### config.mk
export PLATFORM = sky130hd
export DESIGN_NAME = sign_norm_counter
export DESIGN_NICKNAME = d
export VERILOG_FILES = /design/src/rtl/nrm_pkg.sv /design/src/rtl/nrm_fold.sv /design/src/rtl/nrm_search_stage.sv /design/src/rtl/nrm_lead_search.sv /design/src/rtl/sign_norm_counter.sv
export SDC_FILE = /design/constraint.sdc
export NUM_CORES = 1
export LEC_CHECK = 0
export BUFFER_PORTS_ARGS = -buffer_cell sky130_fd_sc_hd__buf_4
export CAP_MARGIN = 20
export CELL_PAD_IN_SITES_DETAIL_PLACEMENT = 0
export CELL_PAD_IN_SITES_GLOBAL_PLACEMENT = 2
export CORE_ASPECT_RATIO = 0.8
export CORE_MARGIN = 5
export CORE_UTILIZATION = 31
export CTS_CLUSTER_DIAMETER = 200
export CTS_CLUSTER_SIZE = 10
export DETAILED_ROUTE_END_ITERATION = 10
export MAX_ROUTING_LAYER = met4
export PLACE_DENSITY_LB_ADDON = 0.1
export SYNTH_ARGS = -nofsm -noshare
export SYNTH_HDL_FRONTEND = slang
export SYNTH_SLANG_ARGS = --single-unit
### constraint.sdc
create_clock -name clk -period 4.62 [get_ports clk]
set_input_delay 0.693 -clock clk [delete_from_list [all_inputs] [get_ports clk]]
set_output_delay 0.693 -clock clk [all_outputs]
set_load 0.005 [all_outputs]
### src/rtl/nrm_pkg.sv
// Package: shared widths for the sign-bit normalization counter.
// Assumes the wide width is a power of two and larger than the narrow width.
package nrm_pkg;
    parameter int unsigned NRM_WIDE_W   = 32;
    parameter int unsigned NRM_NARROW_W = 16;
    localparam int unsigned NRM_CNT_W   = $clog2(NRM_WIDE_W);
endpackage

### src/rtl/nrm_fold.sv
// Module: nrm_fold
// Folds the operand so that only redundant sign bits stay on top as zeros.
// Negative values are complemented. The result is then packed into a
// WIDE_W search word whose leading-zero count is the normalization count.
// A guard '1' below the useful bits caps the count at width-1. This makes
// minus one (folded to zero) give 15 or 31 naturally.
// Assumes NARROW_W < WIDE_W. The zero operand is flagged separately.
module nrm_fold #(
    parameter int unsigned WIDE_W   = nrm_pkg::NRM_WIDE_W,
    parameter int unsigned NARROW_W = nrm_pkg::NRM_NARROW_W
) (
    input  logic              wide_sel,
    input  logic [WIDE_W-1:0] operand,
    output logic [WIDE_W-1:0] search_word,
    output logic              is_zero
);
    localparam int unsigned PAD_W = WIDE_W - NARROW_W;

    logic [NARROW_W-1:0] narrow_v;
    logic [NARROW_W-1:0] fold_n;
    logic [WIDE_W-1:0]   fold_w;
    logic [WIDE_W-1:0]   pack_n;
    logic [WIDE_W-1:0]   pack_w;
    logic                unused_sign_bits;

    assign narrow_v = operand[NARROW_W-1:0];

    // Complement negative operands in each width (sign fold).
    always_comb begin
        fold_n = narrow_v[NARROW_W-1] ? ~narrow_v : narrow_v;
        fold_w = operand[WIDE_W-1]    ? ~operand  : operand;
    end

    // After folding, the sign positions are always zero, so they take no part.
    assign unused_sign_bits = fold_n[NARROW_W-1] ^ fold_w[WIDE_W-1];

    // Pack each width with a guard bit directly under its value bits.
    always_comb begin
        pack_w = {fold_w[WIDE_W-2:0], 1'b1};
        pack_n = {fold_n[NARROW_W-2:0], 1'b1, {PAD_W{1'b0}}};
    end

    // Choose the active width and detect the all-zero operand.
    always_comb begin
        search_word = wide_sel ? pack_w : pack_n;
        is_zero     = wide_sel ? (operand == '0) : (narrow_v == '0);
    end
endmodule

### src/rtl/nrm_search_stage.sv
// Module: nrm_search_stage
// One step of the leading-zero binary search. If the top STEP bits of the
// word are all zero, the word moves left by STEP and STEP is added to the
// running count. Purely combinational. Assumes STEP < W.
module nrm_search_stage #(
    parameter int unsigned W     = 32,
    parameter int unsigned STEP  = 16,
    parameter int unsigned CNT_W = 5
) (
    input  logic [W-1:0]     word_i,
    input  logic [CNT_W-1:0] cnt_i,
    output logic [W-1:0]     word_o,
    output logic [CNT_W-1:0] cnt_o
);
    logic hit;

    // Test the upper window of this step.
    assign hit = (word_i[W-1 -: STEP] == '0);

    // Shift out the zero window and account for it.
    always_comb begin
        word_o = hit ? (word_i << STEP) : word_i;
        cnt_o  = cnt_i + (hit ? CNT_W'(STEP) : '0);
    end
endmodule

### src/rtl/nrm_lead_search.sv
// Module: nrm_lead_search
// Leading-zero counter built as a chain of halving steps (W/2, W/4 ... 1).
// Assumes W is a power of two and word is non-zero, which the fold's
// guard bit ensures. The result then lies in 0..W-1.
module nrm_lead_search #(
    parameter int unsigned W     = nrm_pkg::NRM_WIDE_W,
    parameter int unsigned CNT_W = $clog2(W)
) (
    input  logic [W-1:0]     word,
    output logic [CNT_W-1:0] lead_cnt
);
    localparam int unsigned LEVELS = $clog2(W);

    logic [W-1:0]     word_chain [LEVELS+1];
    logic [CNT_W-1:0] cnt_chain  [LEVELS+1];
    logic             unused_tail;

    assign word_chain[0] = word;
    assign cnt_chain[0]  = '0;

    // One stage for each power of two, largest step first.
    for (genvar lv = 0; lv < LEVELS; lv++) begin : g_step
        nrm_search_stage #(
            .W    (W),
            .STEP (1 << (LEVELS - 1 - lv)),
            .CNT_W(CNT_W)
        ) u_stage (
            .word_i(word_chain[lv]),
            .cnt_i (cnt_chain[lv]),
            .word_o(word_chain[lv+1]),
            .cnt_o (cnt_chain[lv+1])
        );
    end

    assign lead_cnt    = cnt_chain[LEVELS];
    assign unused_tail = ^word_chain[LEVELS];
endmodule

### src/rtl/sign_norm_counter.sv
// Module: sign_norm_counter (top)
// Counts the redundant sign bits of a 16-bit or 32-bit signed operand and
// registers the count behind a load enable. Zero yields 0. Every other value,
// including minus one, follows the fold-and-search path.
// Synchronous active-low reset. Assumes WIDE_W is a power of two > NARROW_W.
module sign_norm_counter #(
    parameter int unsigned WIDE_W   = nrm_pkg::NRM_WIDE_W,
    parameter int unsigned NARROW_W = nrm_pkg::NRM_NARROW_W,
    localparam int unsigned CNT_W   = $clog2(WIDE_W)
) (
    input  logic              clk,
    input  logic              rst_n,
    input  logic              load_en,
    input  logic              wide_sel,
    input  logic [WIDE_W-1:0] operand,
    output logic [CNT_W-1:0]  count_q
);
    logic [WIDE_W-1:0] search_word;
    logic              is_zero;
    logic [CNT_W-1:0]  lead_cnt;
    logic [CNT_W-1:0]  count_d;

    nrm_fold #(
        .WIDE_W  (WIDE_W),
        .NARROW_W(NARROW_W)
    ) u_fold (
        .wide_sel   (wide_sel),
        .operand    (operand),
        .search_word(search_word),
        .is_zero    (is_zero)
    );

    nrm_lead_search #(
        .W    (WIDE_W),
        .CNT_W(CNT_W)
    ) u_search (
        .word    (search_word),
        .lead_cnt(lead_cnt)
    );

    // Zero has no sign bit to normalize against and is forced to 0.
    assign count_d = is_zero ? '0 : lead_cnt;

    // Count register: cleared by reset, loaded when enabled.
    always_ff @(posedge clk) begin
        if (!rst_n) begin
            count_q <= '0;
        end else if (load_en) begin
            count_q <= count_d;
        end
    end
endmodule

; ---- Word-level counts from Yosys, hierarchy flattened
; Cells that the tools add are included.
[word_totals]
input_bits = 36
reg_bits = 5
wordCells = 27
out_inout_bits = 5
[op_classes]
bitwise_logic = 2
n_addsub = 4
reduce_logical = 6
muxes = 14
[op_table]
columns = cell, count
row1 = 2-to-1 mux 32 bit, 5
row2 = logical NOT 16 bit, 2
row3 = logical NOT 32 bit, 1
row4 = 2-to-1 mux 31 bit, 1
row5 = NOT 31 bit, 1
row6 = adder 5 bit, 4
row7 = 2-to-1 mux 15 bit, 1
row8 = NOT 15 bit, 1
row9 = 2-to-1 mux 5 bit, 2
row10 = logical NOT 8 bit, 1
row11 = logical NOT 4 bit, 1
row12 = 2-to-1 mux 4 bit, 1
row13 = 2-to-1 mux 3 bit, 1
row14 = logical NOT 2 bit, 1
row15 = 2-to-1 mux 1 bit, 2
row16 = 2-to-1 mux 2 bit, 1

; ---- Depth between registers and ports, before layout
[logic_depth]
word_depth = 14
ltp_mapped = 12
depth_no_buf = 9

; ---- Cells and area by module
; From an unflattened synthesis, not the netlist that was laid out.
[unflattened]
cells_unflattened = 367
hier_area_um2 = 3559.7
[by_module_without_submodules]
columns = module, area_per_inst_um2, seq_area_each_um2, cells_each, instances
row1 = nrm_fold, 942.2, 0.0, 118, 1
row2 = nrm_search_stage (u_search.g_step[4].u_stage), 579.3, 0.0, 44, 1
row3 = nrm_search_stage (u_search.g_step[3].u_stage), 561.8, 0.0, 44, 1
row4 = nrm_search_stage (u_search.g_step[2].u_stage), 456.7, 0.0, 47, 1
row5 = nrm_search_stage (u_search.g_step[1].u_stage), 450.4, 0.0, 45, 1
row6 = nrm_search_stage (u_search.g_step[0].u_stage), 366.6, 0.0, 46, 1
row7 = sign_norm_counter, 198.9, 100.1, 22, 1
row8 = nrm_lead_search, 3.8, 0.0, 1, 1

; ---- Worst setup path before layout
; Ideal clock, no wire load.
[synth_timing]
kind = input to register
startpoint = input operand[31]
endpoint = register count_q[0]
arrival_time_ps = 3119
required_time_ps = 4489
n_path_buf = 3
setup_time_ps = 131
stages = 12
slack_ps = 1370
path_cell_list = buf_6 -> buf_2 -> buf_2 -> inv_1 -> ha_1 -> mux2_2 -> nor4_1 -> o211ai_1 -> a21oi_1 -> o31ai_1 -> a2111oi_1 -> o31ai_1
[synth_between]
elab_chain_cells = 13
elab_cells_between_ends = 15
classes_between = add/sub: 1 / mux: 9 / reduce/logical: 5
[synth_rtl]
columns = element, line
row1 = start: declaration, sign_norm_counter.sv:15  ; input logic [WIDE_W-1:0] operand,
row2 = 2-to-1 mux 31 bit, nrm_fold.sv:31  ; fold_w = operand[WIDE_W-1] ? ~operand : operand;
row3 = 2-to-1 mux 32 bit, nrm_fold.sv:45  ; search_word = wide_sel ? pack_w : pack_n;
row4 = logical NOT 16 bit, nrm_search_stage.sv:18  ; assign hit = (word_i[W-1 -: STEP] == '0);
row5 = 2-to-1 mux 32 bit, nrm_search_stage.sv:22  ; word_o = hit ? (word_i << STEP) : word_i;
row6 = logical NOT 8 bit, nrm_search_stage.sv:18
row7 = 2-to-1 mux 32 bit, nrm_search_stage.sv:22
row8 = logical NOT 4 bit, nrm_search_stage.sv:18
row9 = 2-to-1 mux 32 bit, nrm_search_stage.sv:22
row10 = logical NOT 2 bit, nrm_search_stage.sv:18
row11 = 2-to-1 mux 32 bit, nrm_search_stage.sv:22
row12 = 2-to-1 mux 1 bit, nrm_search_stage.sv:23  ; cnt_o = cnt_i + (hit ? CNT_W'(STEP) : '0);
row13 = adder 5 bit, nrm_search_stage.sv:23
row14 = 2-to-1 mux 5 bit *, sign_norm_counter.sv:42  ; assign count_d = is_zero ? '0 : lead_cnt;
row15 = end signal: assignment, sign_norm_counter.sv:49  ; count_q <= count_d;
row16 = end: declaration, sign_norm_counter.sv:16  ; output logic [CNT_W-1:0] count_q
; Every way passes the cells marked *; elsewhere a longest branch is shown, timed or not.
; A chain may end at the register's enable or synchronous reset.

; ---- Worst setup path after layout
; Same ends and word-level chain as after synthesis.

==> summary.txt <==
Outcome
  – Outcome: finished, final reports clean

Power
  – Maximum VDD drop: around 0.069 mV
  – Pleak: slightly above 0.7 nW
  – PwrDens: between 150 and 200 nW/um^2

Global routing
  – Maximum number of pins on one net before global-route repair: between 40 and 50
  – First-pass GRT wire length: around 8500 um
  – Total Routing Usage GR: 17.29%
  – Antenna violations before repair: 0
  – Vias in the first global route: between 1.5k and 2k
  – Grt total ovfl: 0

Worst hold path
  – Hold Path Class: flip-flop to flip-flop

Synthesis
  – Netlist cell types: between 50 and 60
  – Post-synth top area cell: xnor2_1
  – Post-synth net total: around 240
  – Cell Area, Synth: between 1000 and 1500 um^2
  – Synth Register Bits: 5
  – EDFF count, synth: 0
  – Synth top area cells: xnor2_1, dfxtp_1, xor2_1
  – Cell count after synthesis: slightly above 200
  – Post-synth top area share: under 10%
  – Synthesized area per cell: about 7.3 um^2
  – Yosys warning count: 0
  – Most common flop cell mapped by yosys: dfxtp_1
  – Asr flop ratio synth: 0%
  – Sequential share of the synthesized area: between 6 and 7%

Die
  – Die W: roughly 88 um
  – Chip Height: about 72 um
  – Ports: 41
  – Starting Density: between 30% and 40%
  – Core footprint: 4624 um^2
  – Die area: 6321 um^2
  – Row cnt: 22

CTS
  – Post-CTS setup buffers: 0
  – Skew-Pair Late Insertion Delay: about 0.22 ns
  – CTS resizes: 0
  – Clock sink total: 5
  – H-tree depth: 1
  – CTS tree: yes
  – Clock root buffer: clkbuf_8
  – Num CTS Buffers: 3
  – CTS max path bufs: 2
  – CTS Hold Bufs: 0
  – Clock transition at path regs: approximately 0.040 ns

Placed design
  – Area of placed instances: between 1500 and 2000 um^2
  – GP Congestion: 0.9126
  – Post-DP HPWL: around 4300 um
  – I/O Buffers: 40

STA
  – Worst slew pin tran: 0.7653 ns
  – Maximum clock rate: around 290 MHz
  – Sum of negative setup slack: 0 ns
  – Worst hold margin: 0.4623 ns
  – Unrepaired setup endpoints after global routing: false
  – Final Cycle Share: between 70% and 80%
  – Final Hold Fails: 0
  – Max Transition Viols Final: 0
  – Fin crit period: approximately 3.5 ns
  – Clock Skew: 0 ns
  – Final setup viols: 0
  – Slew HR: slightly below 50%

Setup path
  – Critical path class: primary input to flip-flop
  – Reg2reg end: count_q[3]$_SDFFE_PN0P_
  – CP Launch Type: primary input
  – Worst Setup End Kind: flip-flop
  – R2R Setup Slk: approximately 4.0 ns
  – Setup crit end: count_q[0]$_SDFFE_PN0P_
  – Worst Path Required: about 4.7 ns
  – Top fanout value on the critical path: 43
  – Worst Reg-to-Reg Cells: 2
  – Crit path launch: operand[31]
  – Reg2reg start: count_q[3]$_SDFFE_PN0P_
  – Crit path DAT: 3.56 ns

Layout
  – Util after Layout: 39.58%
  – Biggest register: count_q
  – Synth-to-Final Area Change: 22.43%
  – Max reg flops: 5
  – Post-Layout Inst Area: ~1800 um^2
  – # diodes: 0
  – Fin nets: 276
  – Regs by FF count: count_q x5
  – Layout cells sized above 1: between 20% and 30%

Job
  – Max-cap viol count: 0

Drt
  – Via/cell ratio: about 5.8
  – Vias: ~1.7k
  – Per-cell routed wire length: 17.42 um
  – DRC viols: 0
  – DRT antenna net count: 0
  – Iteration-0 DRC Markers: ~110
  – WL final: between 5000 and 6000 um
  – Pre-antenna DRT Iters: 4
==> cell usage in the layout, fill, tap and decap left out, types with 6 or more instances in the layout <==
master,synthesis,final
a21oi_1,9,9
buf_4,1,40
inv_1,7,7
mux2i_1,7,7
nand2_1,14,14
nand3_1,9,9
nand4_1,6,6
nor2_1,19,19
nor3_1,11,11
nor4_1,7,7
o31ai_1,6,6
xnor2_1,15,15
xor2_1,9,9
==> power by group <==
| part | total, mW | internal [mW] | switching, mW |
|---|---|---|---|
| Combinational | 0.161 | 0.0700 | 0.0906 |
| Clock | 0.0819 | 0.0593 | 0.0225 |
| Sequential | 0.0459 | 0.0451 | 0.000789 |
| Total | 0.288 | 0.174 | 0.114 |
==> through the flow <==
stage / worst slack, ns / total power [mW] / std cells
after floorplan: 1.370 / 0.1497 / 205
after global placement: 1.119 / 0.2075 / 293
after detailed placement: 0.9531 / 0.2069 / 293
after CTS: 1.174 / 0.2911 / 297
after global routing: 0.8871 / 0.3115 / 297
final: 1.153 / 0.2884 / 297
==> logic make-up after synthesis <==
| family | synth area share, % |
|---|---|
| AND/OR/NAND/NOR | 34.48 |
| AO/OA/AOI/OAI | 24.44 |
| XOR/XNOR | 16.23 |
| buffers and inverters | 7.867 |
| multiplexers | 8.619 |
| flip-flops | 6.695 |
| adder cells (fa/ha/maj) | 1.673 |
==> layout make-up <==
cell class,instances,area [um^2]
Clock buffer,4,45.04
Inverter,8,32.53
Timing Repair Buffer,40,300.3
Multi-Input combinational cell,180,1277
Tap cell,60,75.07
Sequential cell,5,100.1
Fill cell,502,2794
==> worst max-delay path: stages <==
cell       delay [ns]
buf_4            0.40
inv_1            0.23
ha_1             0.35
mux2_2           0.31
nor4_1           0.23
o211ai_1         0.18
a21oi_1          0.43
o31ai_1          0.16
a2111oi_1        0.42
o31ai_1          0.13
==> cell usage after synthesis, types with 2 or more instances <==
cell and n:
nor2_1 19, xnor2_1 15, nand2_1 14, nor3_1 11, a21oi_1 9, nand3_1 9
xor2_1 9, inv_1 7, mux2i_1 7, nor4_1 7, nand4_1 6, o31ai_1 6
buf_2 5, dfxtp_1 5, o21ai_0 5, or3_1 5, a31oi_1 4, buf_6 4
o211ai_1 4, and3_1 3, nand2b_1 3, a2111oi_0 2, a21o_1 2, a41oi_1 2
and4_1 2, clkbuf_1 2, ha_1 2, mux2_2 2, nor3b_1 2, nor4b_1 2
o21a_1 2, or2_2 2, or4_4 2, xnor2_2 2
==> metal layers <==
metal | vias to the layer above | routed length (um) | global-route usage (%)
li1 | 842 | - | -
met1 | 787 | 2566 | 25.82
met2 | 73 | 2204 | 25.08
met3 | 6 | 343 | 1.816
met4 | 0 | 60 | 3.237
met5 | - | 0 | -
==> worst min-delay path by stage <==
stage / start / cells past startpoint / to / slack [ns]
finish: count_q[2]$_SDFFE_PN0P_ / 2 / count_q[2]$_SDFFE_PN0P_ / 0.46
CTS: count_q[4]$_SDFFE_PN0P_ / 2 / count_q[4]$_SDFFE_PN0P_ / 0.47
global placement: count_q[4]$_SDFFE_PN0P_ / 2 / count_q[4]$_SDFFE_PN0P_ / 0.45
global route: count_q[4]$_SDFFE_PN0P_ / 2 / count_q[4]$_SDFFE_PN0P_ / 0.48
detailed placement: count_q[2]$_SDFFE_PN0P_ / 2 / count_q[2]$_SDFFE_PN0P_ / 0.46
floorplan: count_q[2]$_SDFFE_PN0P_ / 2 / count_q[2]$_SDFFE_PN0P_ / 0.46
(Power assumes the default switching activity.)
